===== config.mk =====
export PLATFORM = sky130hd
export DESIGN_NAME = serial_tmr_voter
export DESIGN_NICKNAME = d
export VERILOG_FILES = /design/src/rtl/serial_tmr_voter.sv
export SDC_FILE = /design/constraint.sdc
export NUM_CORES = 1
export LEC_CHECK = 0
export ABC_AREA = 0
export ABC_CLOCK_PERIOD_IN_PS = 2940
export CORE_MARGIN = 5
export CORE_UTILIZATION = 35
export DETAILED_ROUTE_END_ITERATION = 8
export GPL_TIMING_DRIVEN = 1
export PLACE_DENSITY = 0.54
export SETUP_SLACK_MARGIN = 0.05
export SYNTH_ARGS = -nofsm -noshare
export SYNTH_HDL_FRONTEND = slang
export SYNTH_SLANG_ARGS = --single-unit

===== constraint.sdc =====
create_clock -name clk -period 2.94 [get_ports clk]
set_clock_uncertainty 0.05 [all_clocks]
set_input_delay 0.588 -clock clk [delete_from_list [all_inputs] [get_ports clk]]
set_output_delay 0.588 -clock clk [all_outputs]
set_load 0.05 [all_outputs]

===== src/rtl/serial_tmr_voter.sv =====
module serial_tmr_voter (
  input  logic        clk,
  input  logic        rst_n,
  input  logic        en_r1,
  input  logic        en_r2,
  input  logic        p_vld,
  input  logic [7:0]  p_byte,
  input  logic        r1_vld,
  input  logic [7:0]  r1_byte,
  input  logic        r2_vld,
  input  logic [7:0]  r2_byte,
  output logic        res_vld,
  output logic [15:0] res_word,
  output logic        mis_p_r1,
  output logic        mis_r1_r2,
  output logic        uncorr
);
  localparam int NSRC = 3;

  logic [NSRC-1:0] act, act_q, vld, phase, done;
  logic [7:0]      din [NSRC];
  logic [7:0]      hi  [NSRC];
  logic [15:0]     wd  [NSRC];
  logic            en_chg, ready, eq01, eq12, eq02;

  assign act    = {en_r1 & en_r2, en_r1, 1'b1};
  assign vld    = {r2_vld, r1_vld, p_vld};
  assign din[0] = p_byte;
  assign din[1] = r1_byte;
  assign din[2] = r2_byte;
  assign en_chg = act != act_q;
  assign ready  = !en_chg && (&(done | ~act));
  assign eq01   = wd[0] == wd[1];
  assign eq12   = wd[1] == wd[2];
  assign eq02   = wd[0] == wd[2];

  always_ff @(posedge clk or negedge rst_n) begin
    if (!rst_n) begin
      act_q <= 3'b001;
      phase <= '0;
      done  <= '0;
      for (int i = 0; i < NSRC; i++) begin
        hi[i] <= '0;
        wd[i] <= '0;
      end
    end else begin
      act_q <= act;
      for (int i = 0; i < NSRC; i++) begin
        if (en_chg) begin
          phase[i] <= 1'b0;
          done[i]  <= 1'b0;
        end else begin
          if (vld[i] && act[i]) begin
            if (!phase[i]) hi[i] <= din[i];
            else           wd[i] <= {hi[i], din[i]};
            phase[i] <= !phase[i];
          end
          done[i] <= (done[i] && !ready) || (vld[i] && act[i] && phase[i]);
        end
      end
    end
  end

  always_ff @(posedge clk or negedge rst_n) begin
    if (!rst_n) begin
      res_vld   <= 1'b0;
      res_word  <= '0;
      mis_p_r1  <= 1'b0;
      mis_r1_r2 <= 1'b0;
      uncorr    <= 1'b0;
    end else begin
      res_vld <= ready;
      if (ready) begin
        mis_p_r1  <= act[1] && !eq01;
        mis_r1_r2 <= act[2] && !eq12;
        uncorr    <= act[2] && !eq01 && !eq12 && !eq02;
        res_word  <= (act[2] && !eq01 && !eq02 && eq12) ? wd[1] : wd[0];
      end
    end
  end
endmodule



## Yosys cells after proc, flatten, opt, wreduce, memory -nomap -nowiden

Cells that the tools add are included.

- Equality and inequality tests: 4
- Muxes and demuxes: 10
- Bitwise gates (word level): 7
- Reductions and logical operators: 37

Operators by type and width:

| kind | count |
|---|---|
| == test 16 bit | 3 |
| AND reduction 3 bit | 7 |
| logical AND 1 bit | 16 |
| two-way mux 16 bit | 1 |
| two-way mux 1 bit | 9 |
| logical NOT 1 bit | 8 |
| nonzero test 2 bit | 3 |
| NOT 1 bit | 4 |
| logical OR 1 bit | 3 |
| NOT 3 bit | 1 |
| OR 3 bit | 1 |
| != test 2 bit | 1 |
| AND 1 bit | 1 |

- Register bits after elaboration: 100
- Input port bits: 31
- Output and inout port bits: 20
- Logic and storage cells: 74

## Longest topological paths before layout

- Word-level depth: 9
- Depth in mapped cells: 9
- Mapped depth without buffers: 6

## Least setup slack after synthesis

Ideal clock, no wire load.

- Path type: input -> register
- Start point: in en_r1
- End point: reg wd[23] (netlist bit)
- Library setup time: 0.128 ns
- Arrival: 2.041 ns
- Required time: 2.762 ns
- Path slack: 0.721 ns
- Stages on the path: 7
- Buffers on the path: 3
- Path through: buf_2 > nor3_1 > a31o_1 > buf_2 > nand4_2 > buf_2 > mux2_1

- Word-level cells in the longest chain between the ends: 4
- Elaborated cells on any way between the ends: 5
- Classes of those cells: eq/ne (1); bitwise (2); reduce/logical (2)

RTL lines:

| item | line | RTL |
|---|---|---|
| start, declared | 4 | `input logic en_r1,` |
| AND 1 bit | 26 | `assign act = {en_r1 & en_r2, en_r1, 1'b1};` |
| != test 2 bit | 31 | `assign en_chg = act != act_q;` |
| NOT 1 bit (no source line) | - |  |
| AND reduction 3 bit (no source line) * | - |  |
| end signal, assigned by index | 55 | `else wd[i] <= {hi[i], din[i]};` |
| end, declared | 23 | `logic [15:0] wd [NSRC];` |

Every way passes the cells marked *; elsewhere a longest branch is shown, timed or not.
A chain may end at the register's enable or synchronous reset.

## Worst setup path after layout

- Start point: in en_r2
- End point: reg hi[18] (netlist bit)

- Word-level cells in the longest chain between the ends: 4

RTL lines:

| item | line | RTL |
|---|---|---|
| start, declared | 5 | `input logic en_r2,` |
| AND 1 bit | 26 |  |
| != test 2 bit | 31 |  |
| NOT 1 bit (no source line) | - |  |
| AND reduction 3 bit (no source line) | - |  |
| end signal, assigned by index | 54 | `if (!phase[i]) hi[i] <= din[i];` |
| end, declared | 22 | `logic [7:0] hi [NSRC];` |

Every way passes these cells.

==> flow_summary.toml <==
[timing]
worst_slack_ns = 0.6163
rsz0062_at_grt = "no"
relSlewSlack_pct = 66.50
setup_tns_ns = 0
post-route-min-period_ns = 2.324
fin_crit_sh_pct = 79.04
tightest_slew_ns = 0.5010
max_freq_ghz = 0.4303
drv_slew = 0
finalHoldViolCount = 0
setup_viol = 0

[critical_path]
cp.arrival_ns = 2.50
cp.required_ns = 3.12
critPathCaptureType = "register"
reg2regPathDepth = 6
setup.worst_path.class = "in2reg"
r2r_end = "res_word[7]"
r2r_setup_slack_ns = 0.66
r2r-start = "wd[17]"
cp_max_fo = 11
start_kind = "input pin"

[route]
drc = 0
routed-via-count = 3147
met3_length_um = 452
drtIter0Drc = 145
highest_layer = "met4"
totalWireLength_mm = 11.07
via_per_inst = 5.109
wl_per_cell_um = 17.98
wl_met2_mm = 5.058
wl_met1_mm = 5.299
ant_nets = 0
dr.pass1.iters = 4

[power_and_ir_drop]
intPower_w = 0.002937
max-vdd-ir-drop_mv = 0.3629
p_clk_share_pct = 29.3
power_w = 0.004292
p_sw_w = 0.001355
power_frac_seq_pct = 46.3
power_frac_comb_pct = 24.4
p_sw_share_pct = 31.57
power_density_nw_per_um2 = 738.8
p_leak_nw = 2.704

[logic_synthesis]
yosysSeqAreaShare_pct = 53.13
synth_top_cell_area_share_pct = 53.13
syn_avg_cell_area_um2 = 12.59
ys_warn_count = 0
syn-num-nets = 405
yosys.area.top_type = "dfrtp_1"
synth_area_leaders = "dfrtp_1, mux2_2, xor2_1"
synth-seq-cells = 100
synth_area_um2 = 4710
yosysUniqueCellTypes = 31
netlist_instances = 374

[clocking]
cts.sinks = 100
cts-htree-levels = 3
post_cts_buffers = 0
cts_resized = 0
ctsRootBufferMaster = "clkbuf_16"
numCtsBuffers = 9
path_clk_slew_ns = 0.06
cts_tree = "built"
hold_buffers = 0
clock_path_buffers = 2
insertion_delay_ns = 0.34

[floorplan]
die_area_um2 = 15880
die_w_um = 126
core-area_um2 = 13240
initial_core_util_pct = 35.56
die_h_um = 126
num_rows = 42
io-pin-count = 51

[outcome]
status = "complete, no violations"

[worst_hold_path]
hold_class = "in2async"

[grt]
grt-ovfl-total = 0
track_usage_pct = 14.81
antenna_found_initial = 0
grt_pass1_vias = 3214
grt_max_degree = 68
grt_pass1_wl_mm = 18.31

[final_layout]
syn2layout_area_growth_pct = 23.35
nets = 466
diodes = 0
regArea_um2 = 2502
fill_cells = 1235
multiInputGateArea_um2 = 2093
drive_gt1_share_pct = 24.77
stdcell_area_um2 = 5809

[placement]
dp_hpwl_mm = 8.504
place_ws_ns = 0.2387
placed_area_um2 = 5492
numPortBuffers = 50
place_congestion = 0.8042

[run]
drv_cap = 0
## layout by cell type, fill, tap and decap left out, drive strengths merged
cell type | synthesis | layout
xnor2 | 2 | 2
nand4 | 10 | 10
nor3 | 3 | 3
inv | 4 | 4
nand3b | 1 | 1
nor2 | 15 | 15
o21ai | 5 | 5
or4 | 12 | 12
nand3 | 3 | 3
a41oi | 4 | 4
and2 | 4 | 4
xor2 | 50 | 50
nor2b | 1 | 1
clkbuf | 6 | 11
and4 | 3 | 3
nand2 | 21 | 21
clkinv | 0 | 3
o31ai | 1 | 1
a31o | 1 | 1
nor4 | 13 | 13
dfrtp | 100 | 100
a221o | 4 | 4
bufinv | 0 | 2
a31oi | 13 | 13
buf | 14 | 21
mux2 | 72 | 72
o41ai | 12 | 12
clkdlybuf4s50 | 0 | 49
## per-stage QoR
step                      std cells  util, %  hold WS, ns
after detailed placement        600    41.47       0.4235
after CTS                       616    43.87       0.1493
after global placement          600    41.47       0.4015
after global routing            616    43.87       0.1669
final                           616    43.87       0.1435
after floorplan                 374        -       0.2424
## routing by layer
metal / up-vias / track usage (%)
li1: 1511 / -
met3: 17 / 4.234
met5: - / 0
met2: 66 / 22.50
met4: 0 / 5.489
met1: 1553 / 20.19
## cells in the mapped netlist
cell and n:
a221o_1 4, a31o_1 1, a31oi_1 13, a41oi_1 4, and2_1 4, and4_1 3
buf_2 13, buf_6 1, clkbuf_1 6, dfrtp_1 100, inv_1 4, mux2_1 9
mux2_2 63, nand2_1 21, nand3_1 3, nand3b_1 1, nand4_1 7, nand4_2 3
nor2_1 15, nor2b_1 1, nor3_1 1, nor3_2 2, nor4_1 8, nor4_2 5
o21ai_0 4, o21ai_1 1, o31ai_1 1, o41ai_1 12, or4_1 12, xnor2_1 2
xor2_1 50
## registers in the layout, indices dropped and copies added (netlist names)
| signal | cells |
|---|---|
| uncorr | 1 |
| res_vld | 1 |
| done | 3 |
| act_q | 2 |
| res_word | 16 |
| mis_p_r1 | 1 |
| wd | 48 |
| hi | 24 |
| phase | 3 |
| mis_r1_r2 | 1 |
## logic make-up (layout without fill, tap and decap cells)
logic type / count (synthesis) / count (layout) / synth area share (%)
mux: 72 / 72 / 17.22
flops: 100 / 100 / 53.13
compound gates: 40 / 40 / 6.429
xor+xnor: 52 / 52 / 9.671
simple gates: 86 / 86 / 11.13
buf+inv: 24 / 90 / 2.417
## area by class of cell
| type | instances | share of cell area (%) |
|---|---|---|
| multi-input cells | 250 | 36.03 |
| inverters | 4 | 0.2585 |
| well taps | 176 | 3.791 |
| flip-flops and latches | 100 | 43.08 |
| repair buffers | 70 | 11.37 |
| clock buffers | 11 | 4.178 |
| clock inverters | 5 | 1.292 |
## worst max path at each step
stage / slack, ns / start / cells past startpoint / end
2_1_floorplan: 0.72 / en_r1 / 7 / wd[23]
3_3_place_gp: 0.27 / en_r2 / 5 / hi[22]
3_5_place_dp: 0.24 / en_r2 / 5 / hi[18]
4_1_cts: 0.61 / en_r2 / 5 / hi[18]
5_1_grt: 0.45 / en_r2 / 8 / res_word[10]
6_report: 0.62 / en_r2 / 5 / hi[18]
## power groups by stage
stage	Clock (W)	Sequential, W	Combinational (W)
6_report	0.00126	0.00199	0.00105
3_5_place_dp	0	0.00202	0.00105
5_1_grt	0.00135	0.00203	0.00114
2_1_floorplan	0	0.00202	0.000617
4_1_cts	0.00130	0.00199	0.00105
3_3_place_gp	0	0.00201	0.00103
## worst max-delay path, stage by stage
cell             delay [ns]
clkdlybuf4s50_1        0.45
xnor2_1                0.24
a31o_1                 0.44
nand3b_1               0.39
mux2_2                 0.38
Note: power is estimated with default switching activity, not from simulation.
